`src/rtl/gsr_pkg.sv`:
```
package gsr_pkg;
  localparam int unsigned GSR_W      = 8;
  localparam int unsigned NUM_STICKY = 5;
  localparam int unsigned NUM_FAULT  = 7;
  localparam int unsigned B_GEF  = 7;
  localparam int unsigned B_COMM = 6;
  localparam int unsigned B_NRST = 5;
  localparam int unsigned B_TSD  = 4;
  localparam int unsigned B_PREW = 3;
  localparam int unsigned B_DEV2 = 2;
  localparam int unsigned B_DEV1 = 1;
  localparam int unsigned B_FS   = 0;
  typedef logic [GSR_W-1:0] gsr_byte_t;
endpackage

```
`src/rtl/gsr_sticky_bit.sv`:
```
module gsr_sticky_bit (
  input  logic clk,
  input  logic rst_n,
  input  logic set_i,
  input  logic clr_i,
  output logic q_o
);
  // set beats clear: an active source keeps the bit
  always_ff @(posedge clk) begin
    if (!rst_n) q_o <= 1'b0;
    else        q_o <= set_i | (q_o & ~clr_i);
  end
endmodule

```
`src/rtl/gsr_reset_flag.sv`:
```
module gsr_reset_flag (
  input  logic clk,
  input  logic rst_n,
  input  logic ok_i,
  input  logic err_i,
  output logic q_o
);
  // active-low health flag: low after reset or error, high after a good frame
  always_ff @(posedge clk) begin
    if (!rst_n)     q_o <= 1'b0;
    else if (err_i) q_o <= 1'b0;
    else if (ok_i)  q_o <= 1'b1;
  end
endmodule

```
`src/rtl/gsr_error_summary.sv`:
```
module gsr_error_summary #(
  parameter int unsigned NUM_FAULT = 7,
  parameter int unsigned NRST_IDX  = 5
) (
  input  logic [NUM_FAULT-1:0] fault_bits_i,
  input  logic                 extra_i,
  output logic                 gef_o,
  output logic                 oe_o,
  output logic                 do_o
);
  logic [NUM_FAULT-1:0] active_fail;

  always_comb begin
    active_fail           = fault_bits_i;
    active_fail[NRST_IDX] = ~fault_bits_i[NRST_IDX];
  end

  assign gef_o = (|active_fail) | extra_i;
  assign oe_o  = gef_o;
  assign do_o  = 1'b0;
endmodule

```
`src/rtl/global_status_reg.sv`:
```
module global_status_reg
  import gsr_pkg::*;
#(
  parameter int unsigned ADDR_W       = 6,
  parameter int unsigned STATUS_ADDR  = 0,
  parameter int unsigned NUM_EXTRA    = 2,
  parameter bit          HAS_FAILSAFE = 1'b1,
  parameter bit          HAS_TSD      = 1'b1,
  parameter bit          HAS_PREWARN  = 1'b1
) (
  input  logic                 clk,
  input  logic                 rst_n,
  input  logic                 fail_safe_i,
  input  logic                 tsd_i,
  input  logic                 prewarn_i,
  input  logic [1:0]           dev_fault_i,
  input  logic [NUM_EXTRA-1:0] extra_fault_i,
  input  logic                 frame_ok_i,
  input  logic                 frame_err_i,
  input  logic                 rdclr_i,
  input  logic [ADDR_W-1:0]    rdclr_addr_i,
  output logic [7:0]           status_o,
  output logic                 fail_oe_o,
  output logic                 fail_do_o
);
  localparam logic [ADDR_W-1:0] CLR_ADDR = ADDR_W'(STATUS_ADDR);
  localparam int unsigned STICKY_POS [NUM_STICKY] = '{B_DEV1, B_DEV2, B_PREW, B_TSD, B_COMM};

  logic                  clr_hit;
  logic [NUM_STICKY-1:0] sticky_src;
  logic [NUM_STICKY-1:0] sticky_q;
  logic                  nrst_q;
  logic                  fs_q;
  logic                  extra_q;
  logic                  gef;
  gsr_byte_t             byte_q;

  assign clr_hit = rdclr_i && (rdclr_addr_i == CLR_ADDR);

  assign sticky_src = {frame_err_i,
                       tsd_i & HAS_TSD,
                       prewarn_i & HAS_PREWARN,
                       dev_fault_i[1],
                       dev_fault_i[0]};

  for (genvar i = 0; i < NUM_STICKY; i++) begin : g_sticky
    gsr_sticky_bit u_bit (
      .clk   (clk),
      .rst_n (rst_n),
      .set_i (sticky_src[i]),
      .clr_i (clr_hit),
      .q_o   (sticky_q[i])
    );
  end

  gsr_reset_flag u_nrst (
    .clk   (clk),
    .rst_n (rst_n),
    .ok_i  (frame_ok_i),
    .err_i (frame_err_i),
    .q_o   (nrst_q)
  );

  always_ff @(posedge clk) begin
    if (!rst_n) begin
      fs_q    <= 1'b0;
      extra_q <= 1'b0;
    end else begin
      fs_q    <= fail_safe_i & HAS_FAILSAFE;
      extra_q <= |extra_fault_i;
    end
  end

  always_comb begin
    byte_q         = '0;
    byte_q[B_NRST] = nrst_q;
    byte_q[B_FS]   = fs_q;
    for (int k = 0; k < NUM_STICKY; k++) byte_q[STICKY_POS[k]] = sticky_q[k];
    byte_q[B_GEF]  = gef;
  end

  gsr_error_summary #(
    .NUM_FAULT (NUM_FAULT),
    .NRST_IDX  (B_NRST)
  ) u_sum (
    .fault_bits_i ({sticky_q[4], nrst_q, sticky_q[3], sticky_q[2],
                    sticky_q[1], sticky_q[0], fs_q}),
    .extra_i      (extra_q),
    .gef_o        (gef),
    .oe_o         (fail_oe_o),
    .do_o         (fail_do_o)
  );

  assign status_o = byte_q;
endmodule

```
`config.mk`:
```
export PLATFORM = sky130hd
export DESIGN_NAME = global_status_reg
export DESIGN_NICKNAME = d
export VERILOG_FILES = /design/src/rtl/gsr_pkg.sv /design/src/rtl/gsr_sticky_bit.sv /design/src/rtl/gsr_reset_flag.sv /design/src/rtl/gsr_error_summary.sv /design/src/rtl/global_status_reg.sv
export SDC_FILE = /design/constraint.sdc
export NUM_CORES = 1
export LEC_CHECK = 0
export BUFFER_PORTS_ARGS = -buffer_cell sky130_fd_sc_hd__buf_2
export CAP_MARGIN = 20
export CORE_AREA = 2 2 39 41
export DETAILED_ROUTE_END_ITERATION = 8
export DIE_AREA = 0 0 41 43
export HOLD_SLACK_MARGIN = 0.03
export MAX_ROUTING_LAYER = met4
export SLEW_MARGIN = 20
export SYNTH_ARGS = -nofsm -noshare
export SYNTH_HDL_FRONTEND = slang
export SYNTH_HIERARCHICAL = 1
export SYNTH_SLANG_ARGS = --single-unit
```
`constraint.sdc`:
```
create_clock -name clk -period 2.4 [get_ports clk]
set_clock_uncertainty 0.1 [all_clocks]
set_input_delay 0.36 -clock clk [delete_from_list [all_inputs] [get_ports clk]]
set_output_delay 0.36 -clock clk [all_outputs]
set_load 0.05 [all_outputs]
```
==> results of run 1 <==
[per-stage QoR]
stage          hold WS, ns  cells  setup slack [ns]
2_1_floorplan        0.330     33             0.275
3_3_place_gp         0.431     71             0.631
3_5_place_dp         0.445     71             0.613
4_1_cts              0.187     74             0.771
5_1_grt              0.189     74             0.696
6_report             0.192     74             0.790
[synthesized netlist by cell type]
cell	n	area [sq um]
sky130_fd_sc_hd__nor2b_4	5	68.8
sky130_fd_sc_hd__nor4_2	2	25.0
sky130_fd_sc_hd__and2_1	1	6.26
sky130_fd_sc_hd__buf_4	5	37.5
sky130_fd_sc_hd__o21a_1	6	45.0
sky130_fd_sc_hd__nor3b_2	1	12.5
sky130_fd_sc_hd__nand2_1	1	3.75
sky130_fd_sc_hd__nor4b_2	1	15.0
sky130_fd_sc_hd__or4b_1	1	10.0
sky130_fd_sc_hd__nor2_1	1	3.75
sky130_fd_sc_hd__dfxtp_1	8	160
sky130_fd_sc_hd__conb_1	1	3.75
[cells by family (layout without fill, tap and decap cells)]
group	count (synthesis)	after routing	share of synthesized area, %
and+or+nand+nor	13	13	37.1
DFF	8	8	40.9
AOI/OAI and AO/OA	6	6	11.5
buffers and inverters	5	30	9.59
other	1	1	0.958
[worst register-to-register path: stages, from the launching register on]
cell,delay [ns]
sky130_fd_sc_hd__dfxtp_1,0.33
sky130_fd_sc_hd__nor2b_4,0.13
sky130_fd_sc_hd__o21a_1,0.16
[placed cells by master (no fill, tap or decap)]
cell type	netlist	layout
sky130_fd_sc_hd__nand2_1	1	1
sky130_fd_sc_hd__and2_1	1	1
sky130_fd_sc_hd__nor3b_2	1	1
sky130_fd_sc_hd__dfxtp_1	8	8
sky130_fd_sc_hd__clkbuf_4	0	3
sky130_fd_sc_hd__buf_2	0	26
sky130_fd_sc_hd__o21a_1	6	6
sky130_fd_sc_hd__buf_4	5	1
sky130_fd_sc_hd__nor4b_2	1	1
sky130_fd_sc_hd__nor2b_4	5	5
sky130_fd_sc_hd__nor2_1	1	1
sky130_fd_sc_hd__or4b_1	1	1
sky130_fd_sc_hd__conb_1	1	1
sky130_fd_sc_hd__nor4_2	2	2
[flip-flops by register name, indices dropped and copies added (netlist names)]
signal	cells
u_nrst/q_o	1
fs_q	1
g_sticky.u_bit/q_o	5
extra_q	1
[layout make-up]
type                       count  area (sq um)
tap                           16          20.0
clock buffer                   3          22.5
fill                         149           850
multi-input combinational     20           194
sequential                     8           160
timing repair buffer          27           138
[final timing paths]
kind | end | slack [ns] | cells past startpoint
setup / recovery | fail_oe_o | 0.79 | 3
hold / removal | u_nrst/q_o | 0.19 | 2
setup reg to reg | g_sticky[2].u_bit/q_o | 1.58 | 2
hold reg to reg | u_nrst/q_o | 0.45 | 2
[layer usage]
layer | global-route usage, % | routed length, um | vias to the layer above
li1 | - | - | 157
met1 | 9.06 | 274 | 136
met2 | 15.9 | 346 | 22
met3 | 1.57 | 87 | 2
met4 | 10.0 | 19 | 0
met5 | - | 0 | -
[where the power goes]
group / total (mW) / internal, mW / switching [mW]
Sequential: 0.149 / 0.142 / 0.00703
Clock: 0.102 / 0.0572 / 0.0448
Combinational: 0.0751 / 0.0307 / 0.0444
==> flow_metrics.py, run 1 <==
metrics = {
    "status": {
        "run_status": "complete, no violations",
    },
    "timing": {
        "finalSetupViolations": 0,
        "timing.setup.tns_ns": 0,
        "timing.final.crit_period_ns": 1.61,
        "max_freq_ghz": 0.621,
        "layout_worst_path_cycle_share_pct": 67.1,
        "finalMaxSlewViolations": 0,
        "hold_viol": 0,
        "grt_setup_unrepaired": "false",
    },
    "worst_setup_path": {
        "cp.required_ns": 1.94,
        "critical_path_peak_fanout": 3,
        "timing.critical_path.max_delay_family": "simple AND/OR/NAND/NOR gates",
        "timing.rr.start": "g_sticky[2].u_bit/q_o",
        "critPathLaunch": "g_sticky[0].u_bit/q_o",
        "cp_cell_sequence": "nor4_2 > nand2_1 > buf_2",
        "worst_path_largest_cell_delay_ns": 0.33,
        "timing.critical_path.slowest_stage_cell": "sky130_fd_sc_hd__dfxtp_1",
        "timing.critical_path.from_type": "flop",
        "worst-path-buf-inv": 1,
        "criticalPathCategory": "reg2out",
        "worst_setup_ep_type": "output port",
        "critical_path_arrival_ns": 1.15,
    },
    "pwr": {
        "vdd_ir_drop_max_mv": 0.244,
        "fin_total_pwr_mw": 0.326,
        "leakage_nw": 0.257,
        "pwr_density_cell_nw_per_um2": 610,
    },
    "drt": {
        "drc": 0,
        "wl_per_cell_um": 9.82,
        "vias_per_cell": 4.28,
        "postRouteAntennaNets": 0,
        "first_iter_violations": 2,
        "wirelength_routed_um": 727,
        "via_count": 317,
        "detailedRoute.firstPassIterationCount": 2,
    },
    "worst_hold_path": {
        "min_path_type": "in2reg",
        "launch_point_of_the_worst_hold_path": "frame_err_i",
    },
    "logic_synthesis": {
        "ys_seq_elements": 8,
        "netlist_instances": 33,
        "synth_fp_nets": 51,
        "ys.warnings.count": 6,
        "post_synth_num_cell_types": 12,
        "synth-seq-area-share_pct": 40.9,
        "mappedNetlistArea_sq_um": 392,
        "synthesis.area_per_instance_sq_um": 11.9,
    },
    "clock_tree": {
        "clk_path_buf_depth": 2,
        "number_of_buffers_inserted_by_hold_repair_at_cts": 0,
        "htree_levels": 1,
        "cts_buffers": 3,
        "cts_repair_resize_count": 0,
        "clock_transition_at_the_registers_of_the_reported_paths_ns": 0.05,
        "tritoncts": "built",
        "cts_setup_buffers": 0,
        "insertion_delay_ns": 0.25,
        "cts.sink_count": 8,
        "cts_root_buf": "sky130_fd_sc_hd__clkbuf_4",
    },
    "flow_run": {
        "cap_viol_max_count": 0,
    },
    "layout": {
        "finalNetCount": 78,
        "layout.core_utilization_pct": 38.6,
        "design_area_sq_um": 534,
        "fraction_of_final_layout_cells_sized_beyond_drive_strength_1_pct": 67.2,
        "antenna_cells_inserted": 0,
        "area_growth_syn_to_layout_pct": 36.4,
    },
    "die": {
        "top_level_ports": 28,
        "die_width_um": 41,
        "dieArea_sq_um": 1760,
        "fp.coreArea_sq_um": 1380,
        "floorplan.initialDensity_pct": 28.3,
        "row_count": 14,
        "die_y_um": 43,
    },
    "grt": {
        "maximum_number_of_pins_on_one_net_before_global_route_repair": 9,
        "antenna_violations_before_repair": 0,
        "grt_pass1_wl_um": 1080,
        "grt_overflow_total": 0,
        "vias_in_the_first_global_route": 291,
        "gr-usage-all-layers_pct": 10.0,
    },
    "placed_design": {
        "dp_hpwl_um": 625,
        "gp_routability_congestion": 0.659,
        "numPortBuffers": 26,
        "dpl-instance-area_sq_um": 512,
    },
}
No activity file was read; power rests on OpenSTA's default activity.
==> run 2: changes to the inputs <==
ABC_AREA = 1   (was default)
PLACE_DENSITY = 0.67   (was default)
clock period = 1.3 ns   (was 2.4 ns; I/O delays follow)
==> flow_metrics.py, run 2 <==
metrics = {
    "drt": {
        "via_count": 436,
        "detailedRoute.firstPassIterationCount": 4,
        "first_iter_violations": 5,
        "postRouteAntennaNets": 0,
        "wl_per_cell_um": 7.38,
        "vias_per_cell": 3.89,
        "wirelength_routed_um": 827,
        "drc": 0,
    },
    "worst_setup_path": {
        "timing.critical_path.max_delay_family": "flip-flops",
        "worst_path_largest_cell_delay_ns": 0.32,
        "timing.critical_path.slowest_stage_cell": "sky130_fd_sc_hd__dfxtp_2",
        "criticalPathCategory": "reg2out",
        "cp.required_ns": 1.00,
        "critPathMostFrequentCell": "sky130_fd_sc_hd__nand2_1",
        "critical_path_arrival_ns": 1.01,
        "worst-path-buf-inv": 2,
        "timing.critical_path.from_type": "flop",
        "worst_setup_ep_type": "output port",
        "cp_cell_sequence": "inv_2 > nand2_1 > nor2_1 > nand2_1 > buf_6",
        "critical_path_peak_fanout": 2,
    },
    "logic_synthesis": {
        "postSynth.asyncResetShare_pct": 0,
        "mappedNetlistArea_sq_um": 435,
        "ys_seq_elements": 8,
        "synthesis.area_per_instance_sq_um": 6.50,
        "synth_enable_flop_cells": 0,
        "synth-seq-area-share_pct": 36.8,
        "post_synth_num_cell_types": 10,
        "synth_area_leader_cell": "sky130_fd_sc_hd__dfxtp_1",
        "top_cells_by_instance_count_after_synthesis": "sky130_fd_sc_hd__inv_1, sky130_fd_sc_hd__nand2_1, sky130_fd_sc_hd__dfxtp_1",
        "netlist_instances": 67,
        "synth_fp_nets": 85,
        "synth_top_area_share_pct": 36.8,
        "synth.area.top_cells": "sky130_fd_sc_hd__dfxtp_1, sky130_fd_sc_hd__inv_1, sky130_fd_sc_hd__nand2_1",
        "post-synth-top-count-cell": "sky130_fd_sc_hd__inv_1",
        "synth-main-ff-cell": "sky130_fd_sc_hd__dfxtp_1",
        "ys.warnings.count": 6,
    },
    "placed_design": {
        "dp_hpwl_um": 660,
        "numPortBuffers": 26,
        "gp_routability_congestion": 0.674,
    },
    "clock_tree": {
        "clk_path_buf_depth": 2,
        "cts.sink_count": 8,
        "tritoncts": "built",
        "insertion_delay_ns": 0.25,
        "clock_transition_at_the_registers_of_the_reported_paths_ns": 0.05,
        "cts_root_buf": "sky130_fd_sc_hd__clkbuf_4",
        "cts_buffers": 3,
        "htree_levels": 1,
    },
    "grt": {
        "grt_pass1_wl_um": 1320,
        "gr-usage-all-layers_pct": 12.0,
        "maximum_number_of_pins_on_one_net_before_global_route_repair": 9,
        "grt_overflow_total": 0,
        "vias_in_the_first_global_route": 377,
        "antenna_violations_before_repair": 0,
    },
    "layout": {
        "antenna_cells_inserted": 0,
        "area_used_by_multi_input_combinational_logic_sq_um": 140,
        "filler_cell_count": 152,
        "fraction_of_final_layout_cells_sized_beyond_drive_strength_1_pct": 50.0,
        "mostFrequentLayoutCells": "sky130_fd_sc_hd__inv_1, sky130_fd_sc_hd__buf_2, sky130_fd_sc_hd__nand2_1",
        "layout.area.seq_sq_um": 168,
        "finalNetCount": 116,
        "layout.core_utilization_pct": 45.6,
        "max_reg_flops": 5,
        "area_growth_syn_to_layout_pct": 44.8,
        "max_flop_register": "g_sticky.u_bit/q_o",
    },
    "timing": {
        "grt_setup_unrepaired": "true",
        "hold_viol": 0,
        "layout_worst_path_cycle_share_pct": 100,
        "slack_of_the_critical_path_ns": -0.00240,
        "finalSetupViolations": 2,
        "max_freq_ghz": 0.768,
        "hold_ws_ns": 0.0426,
        "timing.final.crit_period_ns": 1.30,
        "finalMaxSlewViolations": 0,
    },
    "die": {
        "dieArea_sq_um": 1760,
        "row_count": 14,
        "fp.coreArea_sq_um": 1380,
        "die_y_um": 43,
        "die_width_um": 41,
        "top_level_ports": 28,
        "floorplan.initialDensity_pct": 31.5,
    },
    "pwr": {
        "leakage_nw": 0.379,
        "cell_internal_pwr_mw": 0.431,
        "vdd_ir_drop_max_mv": 0.350,
        "share_clk_of_total_power_pct": 30.2,
        "pwr_density_cell_nw_per_um2": 991,
        "power_switching_share_pct": 31.1,
        "seq_power_share_pct": 43.6,
        "combPwrFrac_pct": 26.2,
        "net-switching-power_mw": 0.195,
    },
    "worst_hold_path": {
        "min_path_type": "in2reg",
    },
    "flow_run": {
        "cap_viol_max_count": 0,
    },
    "status": {
        "run_status": "finished, violations left",
        "violations": "setup timing",
    },
}
## run 2: logic make-up (layout without fill, tap and decap cells)
family | after synthesis | in the layout | share of synthesized area [%]
simple gates | 21 | 21 | 19.5
other cells | 1 | 1 | 0.861
buf+inv | 31 | 60 | 31.0
compound gates | 6 | 6 | 11.8
flops | 8 | 8 | 36.8
## run 2: layout make-up
class | instances | share of cell area, %
repair buffers | 31 | 29.0
inverters | 26 | 15.5
well taps | 16 | 3.17
clock buffers | 3 | 3.57
multi-input cells | 28 | 22.2
flip-flops and latches | 8 | 26.6
## run 2: worst reg2reg max path, delay by kind of cell, from the launching register on
family	cells	cell delay, ns
AO/OA/AOI/OAI	1	0.05
buffers and inverters	1	0.13
flip-flops	1	0.32
AND/OR/NAND/NOR	1	0.07
## run 2: through the flow
stage,instances,power (mW),instance area (sq um),worst slack (ns),setup TNS [ns]
CTS,111,0.632,622,-0.0213,-0.0423
finish,112,0.625,631,-0.00240,-0.00474
global placement,104,0.424,554,0.231,0
global route,112,0.667,631,-0.0813,-0.161
detailed placement,104,0.427,554,0.227,0
floorplan,67,0.386,442,0.113,0
## run 2: power groups by stage
stage          registers (mW)  clock network (mW)  logic, mW
6_report                0.273               0.189      0.164
5_1_grt                 0.275               0.212      0.179
4_1_cts                 0.272               0.197      0.162
3_5_place_dp            0.279                   0      0.148
3_3_place_gp            0.279                   0      0.146
2_1_floorplan           0.317                   0     0.0689
## run 2: timing repair
item | 4_1_cts | 5_1_grt
resized for setup | 4 | 3
pin swaps | 2 | 2
hold endpoints to repair | 1 | 0
hold buffers | 1 | 0
setup endpoints to repair | 2 | 2
buffers inserted | 3 | 1
## run 2: layer usage
layer	track usage [%]	wire length, um	part of all wire (%)
met1	12.3	352	43
met2	16.3	360	44
met3	4.71	84	10
met4	12.0	29	3.5
met5	-	0	0
## run 2: path summary, 6_finish.rpt
path                         startpoint               endpoint  slack (ns)  cells past startpoint
setup / recovery                   fs_q            status_o[7]      -0.002                      5
hold / removal         extra_fault_i[0]                extra_q        0.04                      2
setup reg to reg  g_sticky[0].u_bit/q_o  g_sticky[0].u_bit/q_o        0.53                      3
hold reg to reg   g_sticky[2].u_bit/q_o  g_sticky[2].u_bit/q_o        0.37                      2
